==> config.mk <==
export PLATFORM = sky130hd
export DESIGN_NAME = vpack_unit
export DESIGN_NICKNAME = d
export VERILOG_FILES = /design/src/rtl/vpack_pkg.sv /design/src/rtl/vpack_sat.sv /design/src/rtl/vpack_lane.sv /design/src/rtl/vpack_unit.sv
export SDC_FILE = /design/constraint.sdc
export NUM_CORES = 1
export LEC_CHECK = 0
export ABC_AREA = 0
export BUFFER_PORTS_ARGS = -buffer_cell sky130_fd_sc_hd__buf_4
export CAP_MARGIN = 10
export CORE_AREA = 2 2 300 302
export CTS_CLUSTER_SIZE = 20
export DETAILED_ROUTE_END_ITERATION = 10
export DIE_AREA = 0 0 302 304
export SLEW_MARGIN = 20
export SYNTH_ARGS = -nofsm -noshare
export SYNTH_HDL_FRONTEND = slang
export SYNTH_SLANG_ARGS = --single-unit
==> constraint.sdc <==
create_clock -name clk -period 2.9 [get_ports clk]
set_clock_uncertainty 0.15 [all_clocks]
set_input_delay 0.435 -clock clk [delete_from_list [all_inputs] [get_ports clk]]
set_output_delay 0.435 -clock clk [all_outputs]
set_load 0.02 [all_outputs]
==> src/rtl/vpack_pkg.sv <==
// Package: shared types for the saturating vector pack unit.
// Assumes: mode bit 0 selects the element width, bit 1 the destination range.
package vpack_pkg;

    typedef enum logic [1:0] {
        PK_S16_TO_8  = 2'b00,
        PK_S32_TO_16 = 2'b01,
        PK_U16_TO_8  = 2'b10,
        PK_U32_TO_16 = 2'b11
    } pack_mode_e;

    // True when the mode narrows 32-bit elements to 16 bits.
    function automatic logic mode_is_wide(input pack_mode_e m);
        return m[0];
    endfunction

    // True when the destination range is unsigned.
    function automatic logic mode_is_unsigned(input pack_mode_e m);
        return m[1];
    endfunction

endpackage

==> src/rtl/vpack_sat.sv <==
// Module: vpack_sat
// Narrows one signed IN_W-bit value to IN_W/2 bits with saturation.
// Assumes: din is two's complement. In unsigned mode the output range is
// 0..2^OUT_W-1; in signed mode it is -2^(OUT_W-1)..2^(OUT_W-1)-1.
module vpack_sat #(
    parameter  int IN_W  = 16,
    localparam int OUT_W = IN_W / 2
) (
    input  logic [IN_W-1:0]  din,
    input  logic             unsigned_mode,
    output logic [OUT_W-1:0] dout
);

    logic sign_bit;
    logic s_over_hi;
    logic s_over_lo;
    logic u_over_hi;

    // Classify the value against the limits of both destination ranges.
    always_comb begin
        sign_bit  = din[IN_W-1];
        s_over_hi = !sign_bit && (|din[IN_W-2:OUT_W-1]);
        s_over_lo =  sign_bit && !(&din[IN_W-2:OUT_W-1]);
        u_over_hi = !sign_bit && (|din[IN_W-2:OUT_W]);
    end

    // Pick the clamped or truncated value for the selected range.
    always_comb begin
        if (unsigned_mode) begin
            if (sign_bit)       dout = '0;
            else if (u_over_hi) dout = '1;
            else                dout = din[OUT_W-1:0];
        end else begin
            if (s_over_hi)      dout = {1'b0, {(OUT_W-1){1'b1}}};
            else if (s_over_lo) dout = {1'b1, {(OUT_W-1){1'b0}}};
            else                dout = din[OUT_W-1:0];
        end
    end

endmodule

==> src/rtl/vpack_lane.sv <==
// Module: vpack_lane
// Builds one result lane: operand A's narrowed elements in the lower half,
// operand B's in the upper half, each in ascending element order.
// Assumes: LANE_W is a multiple of 64. Both widths are computed in parallel
// and the mode selects one.
module vpack_lane
    import vpack_pkg::*;
#(
    parameter int LANE_W = 128
) (
    input  logic [LANE_W-1:0] a_lane,
    input  logic [LANE_W-1:0] b_lane,
    input  pack_mode_e        mode,
    output logic [LANE_W-1:0] dout
);

    localparam int HALF_W = LANE_W / 2;
    localparam int N_HW   = LANE_W / 16;
    localparam int N_DW   = LANE_W / 32;

    logic              uns;
    logic [HALF_W-1:0] a_to8, b_to8, a_to16, b_to16;

    // Decode the destination range from the mode.
    always_comb uns = mode_is_unsigned(mode);

    for (genvar i = 0; i < N_HW; i++) begin : g_hw
        vpack_sat #(.IN_W(16)) u_sat_a (
            .din(a_lane[i*16 +: 16]), .unsigned_mode(uns), .dout(a_to8[i*8 +: 8]));
        vpack_sat #(.IN_W(16)) u_sat_b (
            .din(b_lane[i*16 +: 16]), .unsigned_mode(uns), .dout(b_to8[i*8 +: 8]));
    end

    for (genvar j = 0; j < N_DW; j++) begin : g_dw
        vpack_sat #(.IN_W(32)) u_sat_a (
            .din(a_lane[j*32 +: 32]), .unsigned_mode(uns), .dout(a_to16[j*16 +: 16]));
        vpack_sat #(.IN_W(32)) u_sat_b (
            .din(b_lane[j*32 +: 32]), .unsigned_mode(uns), .dout(b_to16[j*16 +: 16]));
    end

    // Concatenate the two operand halves for the selected element width.
    always_comb begin
        if (mode_is_wide(mode)) dout = {b_to16, a_to16};
        else                    dout = {b_to8,  a_to8};
    end

endmodule

==> src/rtl/vpack_unit.sv <==
// Module: vpack_unit (top)
// Saturating pack of two vectors into one, one lane at a time, with a
// single register stage on the result and the valid flag.
// Assumes: VEC_W is a multiple of LANE_W. Synchronous active-low reset.
module vpack_unit
    import vpack_pkg::*;
#(
    parameter int VEC_W  = 256,
    parameter int LANE_W = 128
) (
    input  logic             clk,
    input  logic             rst_n,
    input  logic             in_valid,
    input  logic [1:0]       mode,
    input  logic [VEC_W-1:0] opnd_a,
    input  logic [VEC_W-1:0] opnd_b,
    output logic             out_valid,
    output logic [VEC_W-1:0] result
);

    localparam int N_LANES = VEC_W / LANE_W;

    pack_mode_e       mode_e;
    logic [VEC_W-1:0] packed_next;

    // Convert the raw mode pins to the shared enum.
    always_comb mode_e = pack_mode_e'(mode);

    for (genvar l = 0; l < N_LANES; l++) begin : g_lane
        vpack_lane #(.LANE_W(LANE_W)) u_lane (
            .a_lane(opnd_a[l*LANE_W +: LANE_W]),
            .b_lane(opnd_b[l*LANE_W +: LANE_W]),
            .mode  (mode_e),
            .dout  (packed_next[l*LANE_W +: LANE_W])
        );
    end

    // Output register: load on request, hold otherwise, clear on reset.
    always_ff @(posedge clk) begin
        if (!rst_n) begin
            out_valid <= 1'b0;
            result    <= '0;
        end else begin
            out_valid <= in_valid;
            if (in_valid) result <= packed_next;
        end
    end

    assert_valid_rise_R8: assert property (@(posedge clk) disable iff (!rst_n)
        in_valid |=> out_valid);
    assert_valid_fall_R8: assert property (@(posedge clk) disable iff (!rst_n)
        !in_valid |=> !out_valid);
    assert_hold_idle_R9: assert property (@(posedge clk) disable iff (!rst_n)
        !in_valid |=> $stable(result));
    assert_s8_clamp_hi_R4: assert property (@(posedge clk) disable iff (!rst_n)
        (in_valid && mode == 2'b00 && !opnd_a[15] && (|opnd_a[14:7]))
        |=> result[7:0] == 8'h7F);
    assert_s16_clamp_hi_R5: assert property (@(posedge clk) disable iff (!rst_n)
        (in_valid && mode == 2'b01 && !opnd_a[31] && (|opnd_a[30:15]))
        |=> result[15:0] == 16'h7FFF);
    assert_u8_floor_R6: assert property (@(posedge clk) disable iff (!rst_n)
        (in_valid && mode == 2'b10 && opnd_a[15]) |=> result[7:0] == 8'h00);
    assert_u16_floor_R7: assert property (@(posedge clk) disable iff (!rst_n)
        (in_valid && mode == 2'b11 && opnd_b[31]) |=> result[79:64] == 16'h0000);

endmodule

==> Implementation_results.wiki <==
{| class="wikitable"
! Metric !! Value
|-
| Yosys top cell by area || dfxtp_1
|-
| Arrival time at the worst endpoint || roughly 2700 ps
|-
| Worst setup path category || in -> reg
|-
| Synth async-reset ratio || 0%
|-
| Top_reg_cell synth || dfxtp_1
|-
| Share of the synthesized area in the top cell type || 29.74%
|-
| CTS tree || built
|-
| Post-detailed-route count of antenna-violating nets || 0
|-
| First-pass iteration count of the detailed router || 5
|-
| Setup slack of the most critical reg-to-reg path || 1330 ps
|-
| CTS Buffer Depth || 3
|-
| Fraction of layout instances using a drive strength above 1 || between 30% and 40%
|-
| Start point of the worst hold path || opnd_a[73]
|-
| Post-cts sizing count || 0
|-
| Most common cell in the netlist || nand2_1
|-
| Total die area || 91810 sq um
|-
| Final-layout setup total negative slack || 0 ps
|-
| Worst slew slack as a fraction of its limit || approximately 34%
|-
| Timing startpoint of the critical path || opnd_a[171]
|-
| Routed wirelength normalized by instance count || about 23 um
|-
| Number of antenna violations at the first check in global routing || 7
|-
| Startpoint class of the critical path || primary input
|-
| Post-Route WL || around 100 mm
|-
| Total count of max-transition violations in the final report || 0
|-
| Area inside the core boundary || 89050 sq um
|-
| Post-synthesis sequential area ratio || ~30%
|-
| Final worst path period need || roughly 2400 ps
|-
| Number of nets in the synthesized netlist || approximately 2800
|-
| Clock slew at the register clock pins of the worst setup and hold paths || about 60 ps
|-
| Initial cell density of the core || roughly a fifth
|-
| Number of distinct library cells after synthesis || 72
|-
| Final clock period utilization by the worst path || 84.27%
|-
| Post-Synthesis Cells || 2265
|-
| Top cell by count, worst path || buf_4
|-
| Area grow syn2layout || 59.72%
|-
| Count of buffering cells on the critical path with inverters included || 4
|-
| Family of cells with the greatest summed delay on the critical path || buffers and inverters
|-
| Synthesized area per cell || roughly 7.6 sq um
|-
| Leftover overflow at the end of global routing || 0
|-
| Post-DR vias/cell || between 5 and 6
|-
| Max cap viols || 0
|-
| Die extent in x || slightly above 300 um
|-
| Number of placement rows || 110
|-
| Synthesis-stage register bit count || 257
|-
| Wire length of the first global-routing pass || approximately 150 mm
|-
| DP HPWL || 76.93 mm
|-
| Count of flip-flops with a built-in enable after synthesis || 0
|-
| Count of synthesis-stage warnings from yosys || 0
|-
| Number of filler instances in the final layout || ~9500
|-
| Post-synth design cell area || ~17000 sq um
|-
| Maximum fanout along the worst path || 7
|-
| Max stage delay on crit path || roughly 530 ps
|-
| NumNets Final || between 3000 and 4000
|-
| Unrepaired setup endpoints after global routing || false
|-
| Clock tree root buffer cell || clkbuf_16
|-
| Reg-to-reg startpoint || result[26]$_SDFFE_PN0P_
|-
| Vias after detailed routing || 23640
|-
| Final count of negative-setup-slack endpoints || 0
|-
| DRC viols || 0
|-
| Post-synth top cells || 296 x nand2_1, 257 x dfxtp_1, 193 x o21ai_0
|-
| Highest-delay cell along the critical path || dlygate4sd3_1
|-
| H-Tree Level Count || 2
|-
| Power per unit of standard cell area || approximately 440 nW/um^2
|-
| Pin count of the biggest net entering global routing || a little under 90
|-
| Die Y-Extent || between 300 and 400 um
|-
| Chain of cells forming the critical path || dlygate4sd3_1 > buf_4 > or4_1 > nor4_1 > buf_4 > a221oi_2 > buf_4 > a21oi_1 > o21ai_0
|-
| Post-Route Hold Slack || about 36 ps
|-
| Highest ir drop seen on vdd || roughly 0.40 mV
|-
| Number of port buffers || 773
|-
| Clock Sinks || 257
|-
| Critical Path Sink Type || flip-flop
|-
| Measured slew at the worst slew-check pin || approximately 980 ps
|-
| Global placer's final weighted congestion || approximately 0.94
|-
| Clock latency of the later-clocked register in the worst-skew pair || ~540 ps
|-
| Number of CTS-inserted buffers || 36
|-
| Number of violations reported at the end of detailed-routing iteration 0 || around 2100
|-
| Data required time at the worst endpoint || approximately 3200 ps
|-
| Hold Violations, Final || 0
|-
| Cell leakage power || between 10 and 15 nW
|-
| Ranking of synthesized cells by area || dfxtp_1 30%, a211oi_1 6.5%, nand2_1 6.4%
|-
| Top-level port count || 774
|-
| Total GRT Usage || between 20 and 25%
|-
| Via count of the first global-routing pass || around 23000
|-
| Path category of the worst min-delay check || in -> reg
|-
| Result of the run || finished, final reports clean
|-
| Upper clock frequency limit || roughly 410 MHz
|}
## timing repair
action / in CTS / in global routing
hold endpoints to repair: 137 / 0
hold buffers: 137 / 0
buffers inserted: 0 / 0
## final timing paths
path / to / cells past startpoint
min reg2reg: result[214]$_SDFFE_PN0P_ / 2
max reg2reg: result[26]$_SDFFE_PN0P_ / 5
min: result[41]$_SDFFE_PN0P_ / 3
max: result[146]$_SDFFE_PN0P_ / 9
## cell usage in the layout, fill, tap and decap left out, types with 10 or more instances in the layout
cell type	netlist	routed
a211o_1	65	65
a211oi_1	150	150
a21o_1	11	11
a21oi_1	180	180
a22oi_1	28	28
a311oi_1	10	10
a31oi_1	60	60
and4_1	11	11
buf_4	0	865
clkbuf_16	0	37
clkbuf_8	0	11
dfxtp_1	257	257
dlygate4sd3_1	0	137
inv_1	36	35
mux2_2	28	28
nand2_1	296	295
nand2b_1	15	15
nand3_1	47	47
nand4_1	83	83
nor2_1	109	108
nor2b_1	16	14
nor3_1	83	83
nor4_1	67	67
o2111a_1	16	16
o21a_1	31	31
o21ai_0	193	193
o21ai_1	14	14
o21ba_2	16	16
o221a_2	31	31
o221ai_1	63	63
o31ai_1	48	48
or3_1	14	14
or4_1	22	22
## cells by family after synthesis
group | count (synthesis) | synth area share, %
AO/OA/AOI/OAI | 1003 | 41.03
buffers and inverters | 168 | 3.819
flip-flops | 257 | 29.74
multiplexers | 30 | 1.938
AND/OR/NAND/NOR | 807 | 23.48
## sequential cells by signal, summed over array words and instances, names as in the netlist
register   cells
result       256
out_valid      1
## worst min-delay path, stage by stage
cell	delay, ps
buf_4	120
nor2_1	90
a211oi_1	50
## through the flow
step           instances  instance area [sq um]  setup WS [ps]  power [W]  utilization [%]
5_1_grt             4389                  27620          343.1    0.01273            31.02
3_5_place_dp        4186                  24990          37.51   0.007329            28.07
4_1_cts             4389                  27610          495.7    0.01235            31.01
3_3_place_gp        4186                  24990          91.81   0.007315            28.07
6_report            4393                  27630          456.3    0.01224            31.03
2_1_floorplan       2265                  17300          703.4   0.005460                -
## layout make-up
| type | count | area, sq um | area share, % |
|---|---|---|---|
| Multi-Input combinational cell | 1840 | 11550 | 41.79 |
| Timing Repair Buffer | 1013 | 8070 | 29.21 |
| Clock buffer | 51 | 1079 | 3.903 |
| Sequential cell | 257 | 5145 | 18.62 |
| Inverter | 37 | 141.4 | 0.5117 |
| Antenna cell | 4 | 10.01 | 0.03623 |
| Clock inverter | 15 | 168.9 | 0.6113 |
| Tap cell | 1176 | 1471 | 5.325 |
## power breakdown
group	total [W]	switching (W)	leakage [nW]	internal, W
logic	0.00345	0.00192	8.26	0.00152
registers	0.00400	0.000181	2.13	0.00382
clock network	0.00479	0.00192	0.625	0.00287
## routing by layer
layer / GRT usage (%) / vias to the layer above / share of wire (%)
met5: 0 / - / 0.059
met4: 6.735 / 8 / 3.3
met3: 4.155 / 174 / 7.7
met2: 34.40 / 1176 / 47
met1: 26.26 / 11330 / 42
li1: - / 10950 / -
No activity file was read; power rests on OpenSTA's default activity.
